[src/rtl/shift_rot_pkg.sv]
package shift_rot_pkg;

  localparam int OP_W = 2;

  typedef enum logic [OP_W-1:0] {
    OP_ASL = 2'b00,
    OP_LSR = 2'b01,
    OP_ROL = 2'b10,
    OP_ROR = 2'b11
  } shiftOp_e;

  typedef enum logic {
    FILL_ZERO  = 1'b0,
    FILL_CARRY = 1'b1
  } fillSrc_e;

  // Strobes handed from the decoder to the datapath
  typedef struct packed {
    logic     load;       // capture a new operation this edge
    logic     shiftLeft;  // 1: toward MSB, 0: toward LSB
    fillSrc_e fillSrc;    // bit shifted in at the vacated end
    logic     carryWrite; // 1: carry takes the bit shifted out
  } aluCtrl_t;

endpackage

[src/rtl/shift_rot_ctrl.sv]
module shift_rot_ctrl
  import shift_rot_pkg::*;
(
  input  logic                 clk,
  input  logic                 rst,
  input  logic                 earlyRev,
  input  logic                 inValid,
  input  logic [OP_W-1:0]      opSel,
  output aluCtrl_t             ctrl,
  output logic                 outValid
);

  shiftOp_e opCode;
  aluCtrl_t normCtrl;
  aluCtrl_t faultCtrl;
  logic     useFault;

  assign opCode = shiftOp_e'(opSel);

  // Correct decode of every operation
  always_comb begin
    normCtrl      = '0;
    normCtrl.load = inValid;
    unique case (opCode)
      OP_ASL: begin
        normCtrl.shiftLeft  = 1'b1;
        normCtrl.fillSrc    = FILL_ZERO;
        normCtrl.carryWrite = 1'b1;
      end
      OP_LSR: begin
        normCtrl.shiftLeft  = 1'b0;
        normCtrl.fillSrc    = FILL_ZERO;
        normCtrl.carryWrite = 1'b1;
      end
      OP_ROL: begin
        normCtrl.shiftLeft  = 1'b1;
        normCtrl.fillSrc    = FILL_CARRY;
        normCtrl.carryWrite = 1'b1;
      end
      OP_ROR: begin
        normCtrl.shiftLeft  = 1'b0;
        normCtrl.fillSrc    = FILL_CARRY;
        normCtrl.carryWrite = 1'b1;
      end
      default: normCtrl = '0;
    endcase
  end

  // Early revision: all three rotate-right controls come out wrong
  always_comb begin
    faultCtrl            = normCtrl;
    faultCtrl.shiftLeft  = 1'b1;
    faultCtrl.fillSrc    = FILL_ZERO;
    faultCtrl.carryWrite = 1'b0;
  end

  assign useFault = earlyRev && (opCode == OP_ROR);
  assign ctrl     = useFault ? faultCtrl : normCtrl;

  always_ff @(posedge clk) begin
    if (rst) outValid <= 1'b0;
    else     outValid <= inValid;
  end

  // the logical right shift never goes left or fills with carry
  a_r4_lsr_right: assert property (@(posedge clk) disable iff (rst)
    (opCode == OP_LSR) |-> (!ctrl.shiftLeft && ctrl.fillSrc == FILL_ZERO));

  // the mode input alters no control except for rotate right
  a_r11_mode_scope: assert property (@(posedge clk) disable iff (rst)
    (opCode != OP_ROR) |-> ctrl.carryWrite);

  // valid pulse follows the strobe by one edge
  a_r2_valid_follow: assert property (@(posedge clk) disable iff (rst)
    inValid |=> outValid);
  a_r2_valid_drop: assert property (@(posedge clk) disable iff (rst)
    !inValid |=> !outValid);

endmodule

[src/rtl/shift_rot_dp.sv]
module shift_rot_dp
  import shift_rot_pkg::*;
#(
  parameter int DATA_W    = 8,
  parameter int NEG_BIT   = 7,
  parameter int ZERO_BIT  = 1,
  parameter int CARRY_BIT = 0
) (
  input  logic              clk,
  input  logic              rst,
  input  aluCtrl_t          ctrl,
  input  logic [DATA_W-1:0] operand,
  input  logic [DATA_W-1:0] statusIn,
  output logic [DATA_W-1:0] result,
  output logic [DATA_W-1:0] statusOut
);

  localparam int MSB = DATA_W - 1;

  logic              carryIn;
  logic              fillBit;
  logic              outBit;
  logic [DATA_W-1:0] shifted;
  logic              newCarry;
  logic [DATA_W-1:0] nextStatus;

  assign carryIn = statusIn[CARRY_BIT];
  assign fillBit = (ctrl.fillSrc == FILL_CARRY) ? carryIn : 1'b0;

  always_comb begin
    if (ctrl.shiftLeft) begin
      shifted = {operand[MSB-1:0], fillBit};
      outBit  = operand[MSB];
    end else begin
      shifted = {fillBit, operand[MSB:1]};
      outBit  = operand[0];
    end
  end

  assign newCarry = ctrl.carryWrite ? outBit : carryIn;

  // Per-bit status assembly: flag bits are computed, the rest pass
  for (genvar b = 0; b < DATA_W; b++) begin : g_status
    if (b == NEG_BIT) begin : g_neg
      assign nextStatus[b] = shifted[MSB];
    end else if (b == ZERO_BIT) begin : g_zero
      assign nextStatus[b] = (shifted == '0);
    end else if (b == CARRY_BIT) begin : g_carry
      assign nextStatus[b] = newCarry;
    end else begin : g_pass
      assign nextStatus[b] = statusIn[b];
    end
  end

  always_ff @(posedge clk) begin
    if (rst) begin
      result    <= '0;
      statusOut <= '0;
    end else if (ctrl.load) begin
      result    <= shifted;
      statusOut <= nextStatus;
    end
  end

  // outputs hold while no operation is captured
  a_r2_hold: assert property (@(posedge clk) disable iff (rst)
    !ctrl.load |=> ($stable(result) && $stable(statusOut)));

  // N and Z track the registered result
  a_r9_flags: assert property (@(posedge clk) disable iff (rst)
    ctrl.load |=> (statusOut[NEG_BIT] == result[MSB] &&
                   statusOut[ZERO_BIT] == (result == '0)));

  // with carry write disabled the carry survives the operation
  a_r8_carry_keep: assert property (@(posedge clk) disable iff (rst)
    (ctrl.load && !ctrl.carryWrite) |=>
      statusOut[CARRY_BIT] == $past(statusIn[CARRY_BIT]));

  // untouched status bits pass through (default layout)
  a_r10_pass: assert property (@(posedge clk) disable iff (rst)
    ctrl.load |=> statusOut[6:2] == $past(statusIn[6:2]));

endmodule

[src/rtl/shift_rot_unit.sv]
module shift_rot_unit
  import shift_rot_pkg::*;
(
  input  logic       clk,
  input  logic       rst,
  input  logic       earlyRev,
  input  logic       inValid,
  input  logic [1:0] opSel,
  input  logic [7:0] operand,
  input  logic [7:0] statusIn,
  output logic [7:0] result,
  output logic [7:0] statusOut,
  output logic       outValid
);

  aluCtrl_t ctrl;

  shift_rot_ctrl u_ctrl (
    .clk      (clk),
    .rst      (rst),
    .earlyRev (earlyRev),
    .inValid  (inValid),
    .opSel    (opSel),
    .ctrl     (ctrl),
    .outValid (outValid)
  );

  shift_rot_dp #(
    .DATA_W    (8),
    .NEG_BIT   (7),
    .ZERO_BIT  (1),
    .CARRY_BIT (0)
  ) u_dp (
    .clk       (clk),
    .rst       (rst),
    .ctrl      (ctrl),
    .operand   (operand),
    .statusIn  (statusIn),
    .result    (result),
    .statusOut (statusOut)
  );

endmodule

[config.mk]
export PLATFORM = sky130hd
export DESIGN_NAME = shift_rot_unit
export DESIGN_NICKNAME = d
export VERILOG_FILES = /design/src/rtl/shift_rot_pkg.sv /design/src/rtl/shift_rot_ctrl.sv /design/src/rtl/shift_rot_dp.sv /design/src/rtl/shift_rot_unit.sv
export SDC_FILE = /design/constraint.sdc
export NUM_CORES = 1
export LEC_CHECK = 0
export BUFFER_PORTS_ARGS = -buffer_cell sky130_fd_sc_hd__buf_2
export CAP_MARGIN = 5
export CORE_MARGIN = 3
export CORE_UTILIZATION = 34
export DETAILED_ROUTE_END_ITERATION = 7
export PLACE_DENSITY = 0.62
export SKIP_LAST_GASP = 1
export SYNTH_ARGS = -nofsm -noshare
export SYNTH_HDL_FRONTEND = slang
export SYNTH_SLANG_ARGS = --single-unit
[constraint.sdc]
create_clock -name clk -period 2.4 [get_ports clk]
set_clock_uncertainty 0.05 [all_clocks]
set_input_delay 0.24 -clock clk [delete_from_list [all_inputs] [get_ports clk]]
set_output_delay 0.24 -clock clk [all_outputs]
set_load 0.02 [all_outputs]
==> results.md <==
- ANT cells: 0
- Seq cells post-synth: 16
- Total Power: 586.7 uW
- CTS tree: built
- Final hold violations: 0
- CTS H-tree lvls: 1
- Largest net degree at the start of global routing: 27
- Reg power frac: 49.6%
- Crit path cell chain: buf_2
- Peak VDD IR: 0.2694 mV
- Io pins: 39
- Port buffer count: 36
- Post-CTS Setup Bufs: 0
- Cell Pwr Density: 619.5 nW/um^2
- Fin nets: 139
- Clock slew at reported path FFs: 0.09 ns
- Post-synth EDFFs: 0
- WL/cell: 12.11 um
- Arr. time, crit path: 0.82 ns
- Worst-margin pin slew: 0.4725 ns
- Pre-antenna DRT Iters: 5
- Post-DR vias/cell: 4.930
- CTS Buf Count: 3
- Fill count: 206
- Run status: completed
- Combinational power share: 20.8%
- DRC: 0
- Largest stage delay, worst path: 0.36 ns
- Worst path bufs/invs: 1
- Share of post-route cells with drive strength above 1: 38.79%
- DIE AREA: 2749 sq um
- Final period utilization: 46.17%
- Grt ovf: 0
- Core Region: 2002 sq um
- Worst setup EP type: output pin
- Die W: 52.44 um
- Yosys cell types: 28
- Fin area: 947.2 sq um
- Cell row count: 16
- Worst-Skew Late Latency: 0.28 ns
- Final min period: 1.108 ns
- WS Path Type: reg2out
- Worst EP required: 2.11 ns
- Initial antenna violation count: 0
- Mapped Nets: 104
- Crit Path Max Fanout: 3
- Min-Delay Path Class: in2reg
- Global-route wire length before repair: 2628 um
- Synth-to-layout area growth: 29.18%
- # Max-Cap Violations: 0
- Final worst setup slack: 1.292 ns
- WHS: 0.1438 ns
- Pre-CTS WS: 1.072 ns
- Clock buffer depth: 2
- Pleak: 0.4534 nW
- Sw Ratio: 28.09%
- Post-CTS Hold Fix Bufs: 0
- Max Slew Vio Count: 0
- Yosys warnings: 0
- Setup repair after global routing missed its margin: no
- Clock Tree Root: clkbuf_4
- Initial core utilization: 36.62%
- Fmax: 0.9025 GHz
- DRT antenna net count: 0
- Netlist Area Pre-Place: 733.2 sq um
- Number of global-route vias before repair: 628
- Finished Layout Cells: 143
- Final WL: 1732 um
- CTS sink count: 16
- Register area share after synthesis: 43.69%
- DP Wirelength: 1352 um
- Synth Instances: 82
- Clk pwr share: 29.6%
- Async SR Flop Fraction: 0%
- Net Switching: 164.8 uW
- CP max-delay cell: dfxtp_1
- Die Height: 52.44 um
- Placed Area: 910.9 sq um
- RePlAce Congestion: 0.7479
- Final setup viols: 0
- Placed insts: 139
- Crit path max-delay family: flip-flops
- Avg Inst Size Synth: 8.942 sq um
- Vias: 705
- Setup crit start kind: flip-flop
- Rel. slew slack: 68.50%
- Final TNS setup: 0 ns
- Final core utilization: 47.31%
- Dominant synthesized flop cell: dfxtp_1
- CTS resizes: 0
- Internal Power: 421.9 uW
- Gr usage total: 12.85%
- DR iter-0 viols: 11
## final timing paths
kind	startpoint	endpoint	slack [ns]	cells past startpoint
min	statusIn[4]	u_dp.statusOut[4]$_SDFFE_PP0P_	0.14	3
min reg2reg	u_dp.statusOut[0]$_SDFFE_PP0P_	u_dp.statusOut[0]$_SDFFE_PP0P_	0.42	2
max	u_dp.statusOut[7]$_SDFFE_PP0P_	result[7]	1.29	1
max reg2reg	u_dp.statusOut[1]$_SDFFE_PP0P_	u_dp.statusOut[1]$_SDFFE_PP0P_	1.55	3
## worst reg2reg max path: cells and delay by family, from the launching register on
family	cells	cell delay (ns)
DFF	1	0.32
AOI/OAI and AO/OA	2	0.23
and+or+nand+nor	1	0.13
## flip-flops by register name, indices dropped and copies added (netlist names)
name / count
u_dp.statusOut: 8
u_dp.result: 7
u_ctrl.outValid: 1
## power by group through the flow
stage | Combinational, mW | Clock [mW] | Sequential [mW]
after floorplan | 0.0563 | 0 | 0.318
after global placement | 0.121 | 0 | 0.296
after detailed placement | 0.123 | 0 | 0.297
after CTS | 0.123 | 0.178 | 0.291
after global routing | 0.134 | 0.189 | 0.293
final | 0.122 | 0.174 | 0.291
## cells by family (layout without fill, tap and decap cells)
group / count (synthesis) / in the layout / share of synthesized area, %
buffers and inverters: 7 / 41 / 5.461
DFF: 16 / 16 / 43.69
and+or+nand+nor: 36 / 36 / 22.53
muxes: 6 / 6 / 8.191
AOI/OAI and AO/OA: 17 / 17 / 20.14
## area by class of cell
type | count | area, sq um | area share [%]
repair buffers | 36 | 180.2 | 19.02
well taps | 27 | 33.78 | 3.567
multi-input cells | 59 | 372.9 | 39.37
inverters | 1 | 3.754 | 0.3963
clock buffers | 4 | 36.28 | 3.831
flip-flops and latches | 16 | 320.3 | 33.82
## metal layers
metal,global-route usage [%],vias to the layer above,share of wire (%)
met3,2.849,2,6.3
met5,0,-,0
met2,22.11,22,48
li1,-,356,-
met1,15.08,325,44
met4,5.532,0,0.98
## synth_stat cells, types with 2 or more instances
master | instances | area, sq um
dfxtp_1 | 16 | 320.3
nor2_1 | 14 | 52.55
nand2_1 | 13 | 48.80
a311oi_1 | 6 | 52.55
mux2i_1 | 6 | 60.06
a21oi_1 | 2 | 10.01
buf_2 | 2 | 10.01
clkbuf_1 | 2 | 7.510
nor3_1 | 2 | 10.01
## cells in the final DEF (no fill, tap or decap), types with 2 or more instances in the layout
cell type and count:
clkbuf_4 3, nor2_1 14, nand2_1 13, mux2i_1 6, dfxtp_1 16, buf_2 36, nor3_1 2, a21oi_1 2
a311oi_1 6
(Power assumes the default switching activity.)
